===== config.mk =====
export PLATFORM = sky130hd
export DESIGN_NAME = vlock_tracker
export DESIGN_NICKNAME = d
export VERILOG_FILES = /design/src/rtl/vlock_pkg.sv /design/src/rtl/vlock_fsm.sv /design/src/rtl/vlock_status.sv /design/src/rtl/vlock_subst.sv /design/src/rtl/vlock_tracker.sv
export SDC_FILE = /design/constraint.sdc
export NUM_CORES = 1
export LEC_CHECK = 0
export ABC_AREA = 1
export BUFFER_PORTS_ARGS = -buffer_cell sky130_fd_sc_hd__buf_2
export CELL_PAD_IN_SITES_DETAIL_PLACEMENT = 0
export CELL_PAD_IN_SITES_GLOBAL_PLACEMENT = 1
export CORE_MARGIN = 1.5
export CORE_UTILIZATION = 30
export DETAILED_ROUTE_END_ITERATION = 8
export HOLD_SLACK_MARGIN = 0.06
export PLACE_DENSITY_LB_ADDON = 0.1
export RECOVER_POWER = 25
export SLEW_MARGIN = 0
export SYNTH_ARGS = -nofsm -noshare
export SYNTH_HDL_FRONTEND = slang
export SYNTH_SLANG_ARGS = --single-unit

===== constraint.sdc =====
create_clock -name clk -period 3.25 [get_ports clk]
set_clock_uncertainty 0.2 [all_clocks]
set_input_delay 0.65 -clock clk [delete_from_list [all_inputs] [get_ports clk]]
set_output_delay 0.65 -clock clk [all_outputs]
set_load 0.02 [all_outputs]

===== src/rtl/vlock_pkg.sv =====
package vlock_pkg;

    typedef enum logic [1:0] {
        TRK_UNLOCKED = 2'd0,
        TRK_ACQUIRE  = 2'd1,
        TRK_LOCKED   = 2'd2,
        TRK_RELEASE  = 2'd3
    } trk_state_t;

    // Number of consecutive lines selected by a 3-bit run-length code.
    function automatic int unsigned lines_for_code(input logic [2:0] code);
        int unsigned n;
        unique case (code)
            3'd0:    n = 1;
            3'd1:    n = 2;
            3'd2:    n = 5;
            3'd3:    n = 10;
            3'd4:    n = 100;
            3'd5:    n = 500;
            3'd6:    n = 1000;
            default: n = 100000;
        endcase
        return n;
    endfunction

endpackage


===== src/rtl/vlock_fsm.sv =====
module vlock_fsm
    import vlock_pkg::*;
#(
    parameter int CNT_W = 17
) (
    input  logic       clk,
    input  logic       rst_n,
    input  logic       line_strobe,
    input  logic       raw_lock,
    input  logic [2:0] cil_code,
    input  logic [2:0] col_code,
    output logic       locked,
    output logic       lock_next,
    output logic       drop_evt
);

    trk_state_t       state, state_nxt;
    logic [CNT_W-1:0] run_cnt, run_cnt_nxt;
    logic [CNT_W-1:0] need_in, need_out;
    logic [CNT_W-1:0] run_inc;

    assign need_in  = CNT_W'(lines_for_code(cil_code));
    assign need_out = CNT_W'(lines_for_code(col_code));
    assign run_inc  = run_cnt + 1'b1;

    // State register
    always_ff @(posedge clk or negedge rst_n) begin
        if (!rst_n) begin
            state   <= TRK_UNLOCKED;
            run_cnt <= '0;
        end else begin
            state   <= state_nxt;
            run_cnt <= run_cnt_nxt;
        end
    end

    // Next-state logic: transitions happen only on a line strobe
    always_comb begin
        state_nxt   = state;
        run_cnt_nxt = run_cnt;
        if (line_strobe) begin
            unique case (state)
                TRK_UNLOCKED: begin
                    if (raw_lock) begin
                        if (need_in <= CNT_W'(1)) begin
                            state_nxt   = TRK_LOCKED;
                            run_cnt_nxt = '0;
                        end else begin
                            state_nxt   = TRK_ACQUIRE;
                            run_cnt_nxt = CNT_W'(1);
                        end
                    end
                end
                TRK_ACQUIRE: begin
                    if (!raw_lock) begin
                        state_nxt   = TRK_UNLOCKED;
                        run_cnt_nxt = '0;
                    end else if (run_inc >= need_in) begin
                        state_nxt   = TRK_LOCKED;
                        run_cnt_nxt = '0;
                    end else begin
                        run_cnt_nxt = run_inc;
                    end
                end
                TRK_LOCKED: begin
                    if (!raw_lock) begin
                        if (need_out <= CNT_W'(1)) begin
                            state_nxt   = TRK_UNLOCKED;
                            run_cnt_nxt = '0;
                        end else begin
                            state_nxt   = TRK_RELEASE;
                            run_cnt_nxt = CNT_W'(1);
                        end
                    end
                end
                TRK_RELEASE: begin
                    if (raw_lock) begin
                        state_nxt   = TRK_LOCKED;
                        run_cnt_nxt = '0;
                    end else if (run_inc >= need_out) begin
                        state_nxt   = TRK_UNLOCKED;
                        run_cnt_nxt = '0;
                    end else begin
                        run_cnt_nxt = run_inc;
                    end
                end
                default: begin
                    state_nxt   = TRK_UNLOCKED;
                    run_cnt_nxt = '0;
                end
            endcase
        end
    end

    // Output decode
    always_comb begin
        locked    = (state == TRK_LOCKED) || (state == TRK_RELEASE);
        lock_next = (state_nxt == TRK_LOCKED) || (state_nxt == TRK_RELEASE);
        drop_evt  = locked && (state_nxt == TRK_UNLOCKED);
    end

endmodule


===== src/rtl/vlock_status.sv =====
module vlock_status (
    input  logic clk,
    input  logic rst_n,
    input  logic raw_lock,
    input  logic drop_evt,
    input  logic status_rd,
    output logic in_lock_now,
    output logic lost_lock
);

    always_ff @(posedge clk or negedge rst_n) begin
        if (!rst_n) begin
            in_lock_now <= 1'b0;
            lost_lock   <= 1'b0;
        end else begin
            in_lock_now <= raw_lock;
            if (drop_evt)
                lost_lock <= 1'b1;
            else if (status_rd)
                lost_lock <= 1'b0;
        end
    end

endmodule


===== src/rtl/vlock_subst.sv =====
module vlock_subst #(
    parameter int PIX_W = 8
) (
    input  logic             clk,
    input  logic             rst_n,
    input  logic             line_strobe,
    input  logic             sub_req,
    input  logic [PIX_W-3:0] def_y,
    input  logic [PIX_W-1:0] def_c,
    input  logic [PIX_W-1:0] in_y,
    input  logic [PIX_W-1:0] in_cr,
    input  logic [PIX_W-1:0] in_cb,
    output logic [PIX_W-1:0] out_y,
    output logic [PIX_W-1:0] out_cr,
    output logic [PIX_W-1:0] out_cb,
    output logic             out_is_default
);

    localparam int HALF  = PIX_W / 2;
    localparam int N_CH  = 3;

    logic             sub_active;
    logic             sel;
    logic [PIX_W-1:0] live_s [N_CH];
    logic [PIX_W-1:0] dflt_s [N_CH];
    logic [PIX_W-1:0] pix_q  [N_CH];

    assign sel = line_strobe ? sub_req : sub_active;

    assign live_s[0] = in_y;
    assign live_s[1] = in_cr;
    assign live_s[2] = in_cb;

    assign dflt_s[0] = {def_y, 2'b00};
    assign dflt_s[1] = {def_c[PIX_W-1:HALF], {HALF{1'b0}}};
    assign dflt_s[2] = {def_c[HALF-1:0], {(PIX_W-HALF){1'b0}}};

    always_ff @(posedge clk or negedge rst_n) begin
        if (!rst_n)
            sub_active <= 1'b1;
        else
            sub_active <= sel;
    end

    for (genvar ch = 0; ch < N_CH; ch++) begin : g_chan
        always_ff @(posedge clk or negedge rst_n) begin
            if (!rst_n)
                pix_q[ch] <= '0;
            else
                pix_q[ch] <= sel ? dflt_s[ch] : live_s[ch];
        end
    end

    assign out_y          = pix_q[0];
    assign out_cr         = pix_q[1];
    assign out_cb         = pix_q[2];
    assign out_is_default = sub_active;

endmodule


===== src/rtl/vlock_tracker.sv =====
module vlock_tracker #(
    parameter int PIX_W = 8,
    parameter int CNT_W = 17
) (
    input  logic             clk,
    input  logic             rst_n,
    input  logic             line_strobe,
    input  logic             raw_lock,
    input  logic [2:0]       cil_code,
    input  logic [2:0]       col_code,
    input  logic             force_def,
    input  logic             auto_def_en,
    input  logic [PIX_W-3:0] def_y,
    input  logic [PIX_W-1:0] def_c,
    input  logic             status_rd,
    input  logic [PIX_W-1:0] in_y,
    input  logic [PIX_W-1:0] in_cr,
    input  logic [PIX_W-1:0] in_cb,
    output logic             locked,
    output logic             in_lock_now,
    output logic             lost_lock,
    output logic [PIX_W-1:0] out_y,
    output logic [PIX_W-1:0] out_cr,
    output logic [PIX_W-1:0] out_cb,
    output logic             out_is_default
);

    logic lock_next;
    logic drop_evt;
    logic sub_req;

    vlock_fsm #(.CNT_W(CNT_W)) u_fsm (
        .clk         (clk),
        .rst_n       (rst_n),
        .line_strobe (line_strobe),
        .raw_lock    (raw_lock),
        .cil_code    (cil_code),
        .col_code    (col_code),
        .locked      (locked),
        .lock_next   (lock_next),
        .drop_evt    (drop_evt)
    );

    vlock_status u_status (
        .clk         (clk),
        .rst_n       (rst_n),
        .raw_lock    (raw_lock),
        .drop_evt    (drop_evt),
        .status_rd   (status_rd),
        .in_lock_now (in_lock_now),
        .lost_lock   (lost_lock)
    );

    assign sub_req = force_def || (auto_def_en && !lock_next);

    vlock_subst #(.PIX_W(PIX_W)) u_subst (
        .clk            (clk),
        .rst_n          (rst_n),
        .line_strobe    (line_strobe),
        .sub_req        (sub_req),
        .def_y          (def_y),
        .def_c          (def_c),
        .in_y           (in_y),
        .in_cr          (in_cr),
        .in_cb          (in_cb),
        .out_y          (out_y),
        .out_cr         (out_cr),
        .out_cb         (out_cb),
        .out_is_default (out_is_default)
    );

endmodule


# Word-level counts from Yosys, hierarchy flattened

Cells that the tools add are included.

Add/subtract/negate cells: 1
Multiplexer cells: 27
Equality and inequality tests: 19
Reductions and logical operators: 12
Magnitude comparators: 4

Operators with widths:

| cell                    | number |
|---|---|
| $pmux W17 S7            | 2 |
| $mux W17                | 6 |
| $pmux W17 S4            | 1 |
| $ge A17 B17 Y1          | 2 |
| $le A17 B1 Y1 const B   | 2 |
| $mux W8                 | 3 |
| $eq A3 B3 Y1 const B    | 6 |
| $mux W2                 | 9 |
| $add A17 B1 Y17 const B | 1 |
| $eq A3 B2 Y1 const B    | 4 |
| $eq A2 B2 Y1 const B    | 4 |
| $pmux W2 S4             | 1 |
| $eq A3 B1 Y1 const B    | 2 |
| $logic_not A3 Y1        | 2 |
| $mux W1                 | 5 |
| $logic_not A2 Y1        | 2 |
| $ne A2 B2 Y1 const B    | 2 |
| $logic_or A1 B1 Y1      | 3 |
| $reduce_and A3 Y1       | 1 |
| $eq A2 B1 Y1 const B    | 1 |
| $logic_and A1 B1 Y1     | 2 |
| $reduce_bool A2 Y1      | 1 |
| $logic_not A1 Y1        | 1 |

Bits of input ports: 51
Word-level logic and storage cells: 71
Output and inout port bits: 28
Bits in registers: 46

# Logic depth before layout (Yosys ltp)

Depth in word-level cells: 14
Depth in mapped cells: 30
Depth with buffers taken out: 29

# Hierarchy

Synthesis repeated with hierarchy kept, for this count alone.

Cell total of the unflattened synthesis: 422
Area total of the unflattened synthesis: 3174.3 um2

By module, submodules not included:

| module        | seq. area each (um2) | area each (um2) | times used | cells an instance |
|---|---|---|---|---|
| vlock_fsm     | 475.5                | 2118.3          | 1          | 312 |
| vlock_subst   | 626.9                | 975.9           | 1          | 100 |
| vlock_status  | 50.0                 | 65.1            | 1          | 6 |
| vlock_tracker | 0.0                  | 15.0            | 1          | 4 |

# Worst setup path before layout

No wires, ideal clock.

Kind: reg2reg
Start point: register u_fsm.run_cnt[0]
End point: register u_subst.pix_q (netlist bit u_subst.out_cb[4])
Buffers on the path: 1
Clock period less this slack: 3.030 ns
Arrival: 2.713 ns
Setup time: 0.117 ns
Required time: 2.933 ns
Stages on the path, launching flop included: 25
Path slack: 0.220 ns
Cell sequence: dfrtp_1 -> ha_1 -> nand2_2 -> nor2_4 -> inv_1 -> o21ai_0 -> inv_1 -> ha_1 -> a21oi_1 -> nor2_1 -> nor3b_1 -> nand2_1 -> nand2_1 -> nand3_1 -> nand2_1 -> nand2_1 -> nand2_1 -> nand3_1 -> nand2_1 -> nand3_2 -> nand2_4 -> nand2_4 -> buf_6 -> nand2_1 -> nand2_1

Longest elaborated chain between the ends: 13
Elaborated cells on any way between the ends: 17
Those cells by class: add/sub (1); order compare (2); eq/ne (2); mux (8); reduce/logical (4)

RTL lines:

| item                                     | RTL line                         | text |
|---|---|---|
| from (decl)                              | vlock_fsm.sv:18                  | `logic [CNT_W-1:0] run_cnt, run_cnt_nxt;` |
| from (signal assigned)                   | vlock_fsm.sv:33                  | `run_cnt <= run_cnt_nxt;` |
| $add A17 B1 Y17 (*)                      | vlock_fsm.sv:24                  | `assign run_inc = run_cnt + 1'b1;` |
| $ge A17 B17 Y1, on equally long branches | vlock_fsm.sv:80, vlock_fsm.sv:58 |  |
| $mux W2, on equally long branches        | vlock_fsm.sv:80, vlock_fsm.sv:58 |  |
| $mux W2, on equally long branches        | vlock_fsm.sv:77, vlock_fsm.sv:55 |  |
| $pmux W2 S4 (*)                          | vlock_fsm.sv:42                  | `unique case (state)` |
| $mux W2 (*)                              | vlock_fsm.sv:41                  | `if (line_strobe) begin` |
| $eq A2 B2 Y1                             | vlock_fsm.sv:98                  | `lock_next = (state_nxt == TRK_LOCKED) \|\| (state_nxt == TRK_RELEASE);` |
| $logic_or A1 B1 Y1 (*)                   | vlock_fsm.sv:98                  |  |
| $logic_not A1 Y1 (*)                     | vlock_tracker.sv:54              | `assign sub_req = force_def \|\| (auto_def_en && !lock_next);` |
| $logic_and A1 B1 Y1 (*)                  | vlock_tracker.sv:54              |  |
| $logic_or A1 B1 Y1 (*)                   | vlock_tracker.sv:54              |  |
| $mux W1 (*)                              | vlock_subst.sv:28                | `assign sel = line_strobe ? sub_req : sub_active;` |
| $mux W8 (*)                              | vlock_subst.sv:50                | `pix_q[ch] <= sel ? dflt_s[ch] : live_s[ch];` |
| to (signal, indexed assignment)          | vlock_subst.sv:50                |  |
| to (decl)                                | vlock_subst.sv:26                | `logic [PIX_W-1:0] pix_q [N_CH];` |

Every way passes the cells marked *; elsewhere a longest branch is shown, timed or not.
A chain may end at the register's enable or synchronous reset.

# Final worst setup path

Start point: register u_fsm.run_cnt[0]
End point: register u_fsm.run_cnt[3]

Longest elaborated chain between the ends: 5
Elaborated cells on any way between the ends: 8
Those cells by class: add/sub (1); order compare (2); mux (5)

RTL lines:

| item                                     | RTL line |
|---|---|
| $add A17 B1 Y17 (*)                      | vlock_fsm.sv:24 |
| $ge A17 B17 Y1, on equally long branches | vlock_fsm.sv:80, vlock_fsm.sv:58 |
| $mux W17, on equally long branches       | vlock_fsm.sv:80, vlock_fsm.sv:58 |
| $mux W17, on equally long branches       | vlock_fsm.sv:77, vlock_fsm.sv:55 |
| $pmux W17 S4 (*)                         | vlock_fsm.sv:42 |

Marked as above.

==> flow_summary.ini <==
[drt]
wire_per_inst_um = 12.3
remaining_drc_errors = 0
drt_iter0_drc = 87
drtAntennaViolNets = 0
vias = 2994
routed_wl_um = 8350
via_per_inst = 4.43
dr.pass1.iters = 4

[sta]
finalHoldViolCount = 0
finalMaxSlewViolations = 0
setup_viol = 0
fin_tns_setup_ps = 0
period_share_pct = 98.5
max_freq_ghz = 0.312
finalWorstSetupSlack_ps = 48.9
worst_hold_slack_ps = 271
rsz0062_at_grt = yes
worst_pin_slew_ps = 1100
slew_headroom_pct = 26.9
min_period_ps = 3200

[logic_synthesis]
yosys.cell_count.top_type = nand2_1
synth-edff-count = 0
yosys-top-cells-area = dfrtp_1 37%, nand2_1 14%, ha_1 11%, inv_1 9.0%, nand3_1 5.9%
synth_compound_area_share_pct = 7.84
ys_seq_area_share_pct = 38.0
synth_largest_area_cell = dfrtp_1
yosys-top-cells-count = 114 x nand2_1, 73 x inv_1, 45 x dfrtp_1
syn_area_um2 = 3030
syn_nets = 495
syn_avg_cell_area_um2 = 7.27
synth-xor-area-share_pct = 2.31
yosys.area.top_type_share_pct = 37.2
synth_seq_cells = 46
synth-adder-area-share_pct = 11.1
synth_ff_type = dfrtp_1
synth_top_family_by_area = simple AND/OR/NAND/NOR gates
synth.area.mux_share_pct = 0
synth_simple_gate_area_share_pct = 29.6
yosys_warnings = 0
ys_types = 34
synthCells = 417
ys_async_sr_fraction_pct = 100

[clocking]
cts_inserted_buffers = 5
cts_sinks = 46
clkTransAtPathRegs_ps = 100
cts-root-buf = clkbuf_8
clockBufferDepth = 2
clk_latency_ps = 310
htreeDepth = 2
cts_tree = yes

[layout]
fin_util_pct = 45.0
diodes = 0
stdcell_count = 676
finalInstanceArea_um2 = 4400
nets = 620
drive_gt1_share_pct = 36.3
syn_to_final_growth_pct = 45.2

[hold_path]
min-delay-path-class = input port to flop

[setup_path]
cp-start-kind = flop
required_ps = 3290
worstSetupEndpointType = flop
critical_path.endpoint = u_fsm.run_cnt[3]
r2r_start = u_fsm.run_cnt[0]
cp.arrival_ps = 3240
max_stage_delay_ps = 370
startpoint = u_fsm.run_cnt[0]
critical_path.max_fanout = 4
critical_path_class = flop to flop
cp_slowest_cell = dfrtp_1
reg2reg_to = u_fsm.run_cnt[3]
cp_cell_sequence = ha_2, nand2_2, nor2_4, nand2_4, xor2_4, ha_4, a21oi_2, and2_4, nand3_2, nand2_2, inv_2, nor2_2, nand2_1, nand2_1, nand2_2, buf_4, o21ai_4, buf_4, nand2_4, buf_6, o22ai_2
r2r_setup_slack_ps = 50
r2r_cells = 21
worst_path_most_repeated_cell = nand2_2

[status]
status = finished clean

[power_and_ir_drop]
cellInternalPower_mw = 1.20
switching_power_mw = 0.726
clockPowerShare_pct = 23.7
p_leak_nw = 2.40
pwr_density_cell_nw_per_um2 = 438
seq_power_share_pct = 35.4
power.total_mw = 1.93
ir_drop_mv = 0.260
power.share.combinational_pct = 41.0
switching_share_pct = 37.7

[global_routing]
antenna_found_initial = 0
grt_max_degree = 23
grt_overflow = 0
grt_pass1_vias = 2833
grt_pass1_wl_um = 13300
grt_usage_pct = 15.4

[floorplanning]
dieHeight_um = 104
start_util_pct = 31.0
dieArea_um2 = 10700
num_rows = 36
io_pins = 79
core_area_um2 = 9770
die_w_um = 104

[place]
pre_cts_slack_ps = -151
dp_hpwl_um = 6540
place_congestion = 0.788
io_buffers = 78
postPlaceCellArea_um2 = 3850
dp.cells = 659

[flow_run]
drv_cap = 0
==> cell families after synthesis <==
group                      after synthesis
adders and majority gates               27
buffers and inverters                   84
and+or+nand+nor                        209
AOI/OAI and AO/OA                       43
xor gates and xnor gates                 8
DFF                                     46
==> placed cells by master, fill, tap and decap left out, types with 7 or more instances in the layout <==
cell type / instances
ha_1: 19
nand2_2: 12
o21ai_0: 9
nand2_1: 101
inv_1: 65
a21oi_1: 8
nor2_1: 37
buf_4: 35
ha_4: 7
dfrtp_1: 45
buf_6: 10
buf_2: 77
inv_2: 7
nand3_1: 31
==> sequential cells by signal, indices dropped and copies added, names as in the netlist <==
| name | flops |
|---|---|
| u_subst.out_cr | 8 |
| u_subst.out_y | 8 |
| u_fsm.state | 2 |
| u_subst.out_cb | 8 |
| u_subst.out_is_default | 1 |
| u_status.lost_lock | 1 |
| u_fsm.run_cnt | 17 |
| u_status.in_lock_now | 1 |
==> worst min-delay path by stage <==
| stage | startpoint | end | depth (start not counted) |
|---|---|---|---|
| 2_1_floorplan | rst_n | u_fsm.run_cnt[0] | 0 |
| 3_3_place_gp | rst_n | u_subst.out_cb[5] | 1 |
| 3_5_place_dp | rst_n | u_subst.out_cb[5] | 1 |
| 4_1_cts | raw_lock | u_status.in_lock_now | 1 |
| 5_1_grt | raw_lock | u_status.in_lock_now | 1 |
| 6_report | raw_lock | u_status.in_lock_now | 1 |
==> routing by layer <==
layer	global-route usage, %	vias up	share of wire, %
met1	21.5	1363	48
met2	25.0	62	47
met4	3.27	0	0.78
li1	-	1562	-
met3	2.96	7	4.3
met5	0	-	0
==> worst max-delay path: cells and delay by family (launching register included) <==
| family | cells | cell delay [ps] |
|---|---|---|
| and+or+nand+nor | 11 | 1010 |
| buffers and inverters | 4 | 470 |
| adders and majority gates | 2 | 440 |
| AOI/OAI and AO/OA | 3 | 390 |
| DFF | 1 | 370 |
| xor gates and xnor gates | 1 | 230 |
==> timing repair <==
action | in CTS | in global routing
pin swaps | 3 | 17
buffers inserted | 2 | 6
hold endpoints to repair | 3 | 0
resized for setup | 11 | 73
endpoints found under the setup margin | 36 | 44
cloned | 0 | 2
hold buffers | 1 | 0
==> final cells by class <==
cell class / count / area [µm²]
clock inverters: 3 / 48.8
multi-input cells: 287 / 1850
clock buffers: 5 / 68.8
inverters: 75 / 287
flip-flops and latches: 46 / 1150
repair buffers: 127 / 823
fillers: 1047 / 5380
well taps: 133 / 166
==> power by group through the flow <==
| stage | clock network [mW] | registers (mW) | logic [mW] |
|---|---|---|---|
| after floorplan | 0 | 0.762 | 0.347 |
| after global placement | 0 | 0.691 | 0.685 |
| after detailed placement | 0 | 0.691 | 0.688 |
| after CTS | 0.475 | 0.682 | 0.699 |
| after global routing | 0.503 | 0.691 | 0.879 |
| final | 0.456 | 0.682 | 0.789 |
No activity file was read; power rests on OpenSTA's default activity.
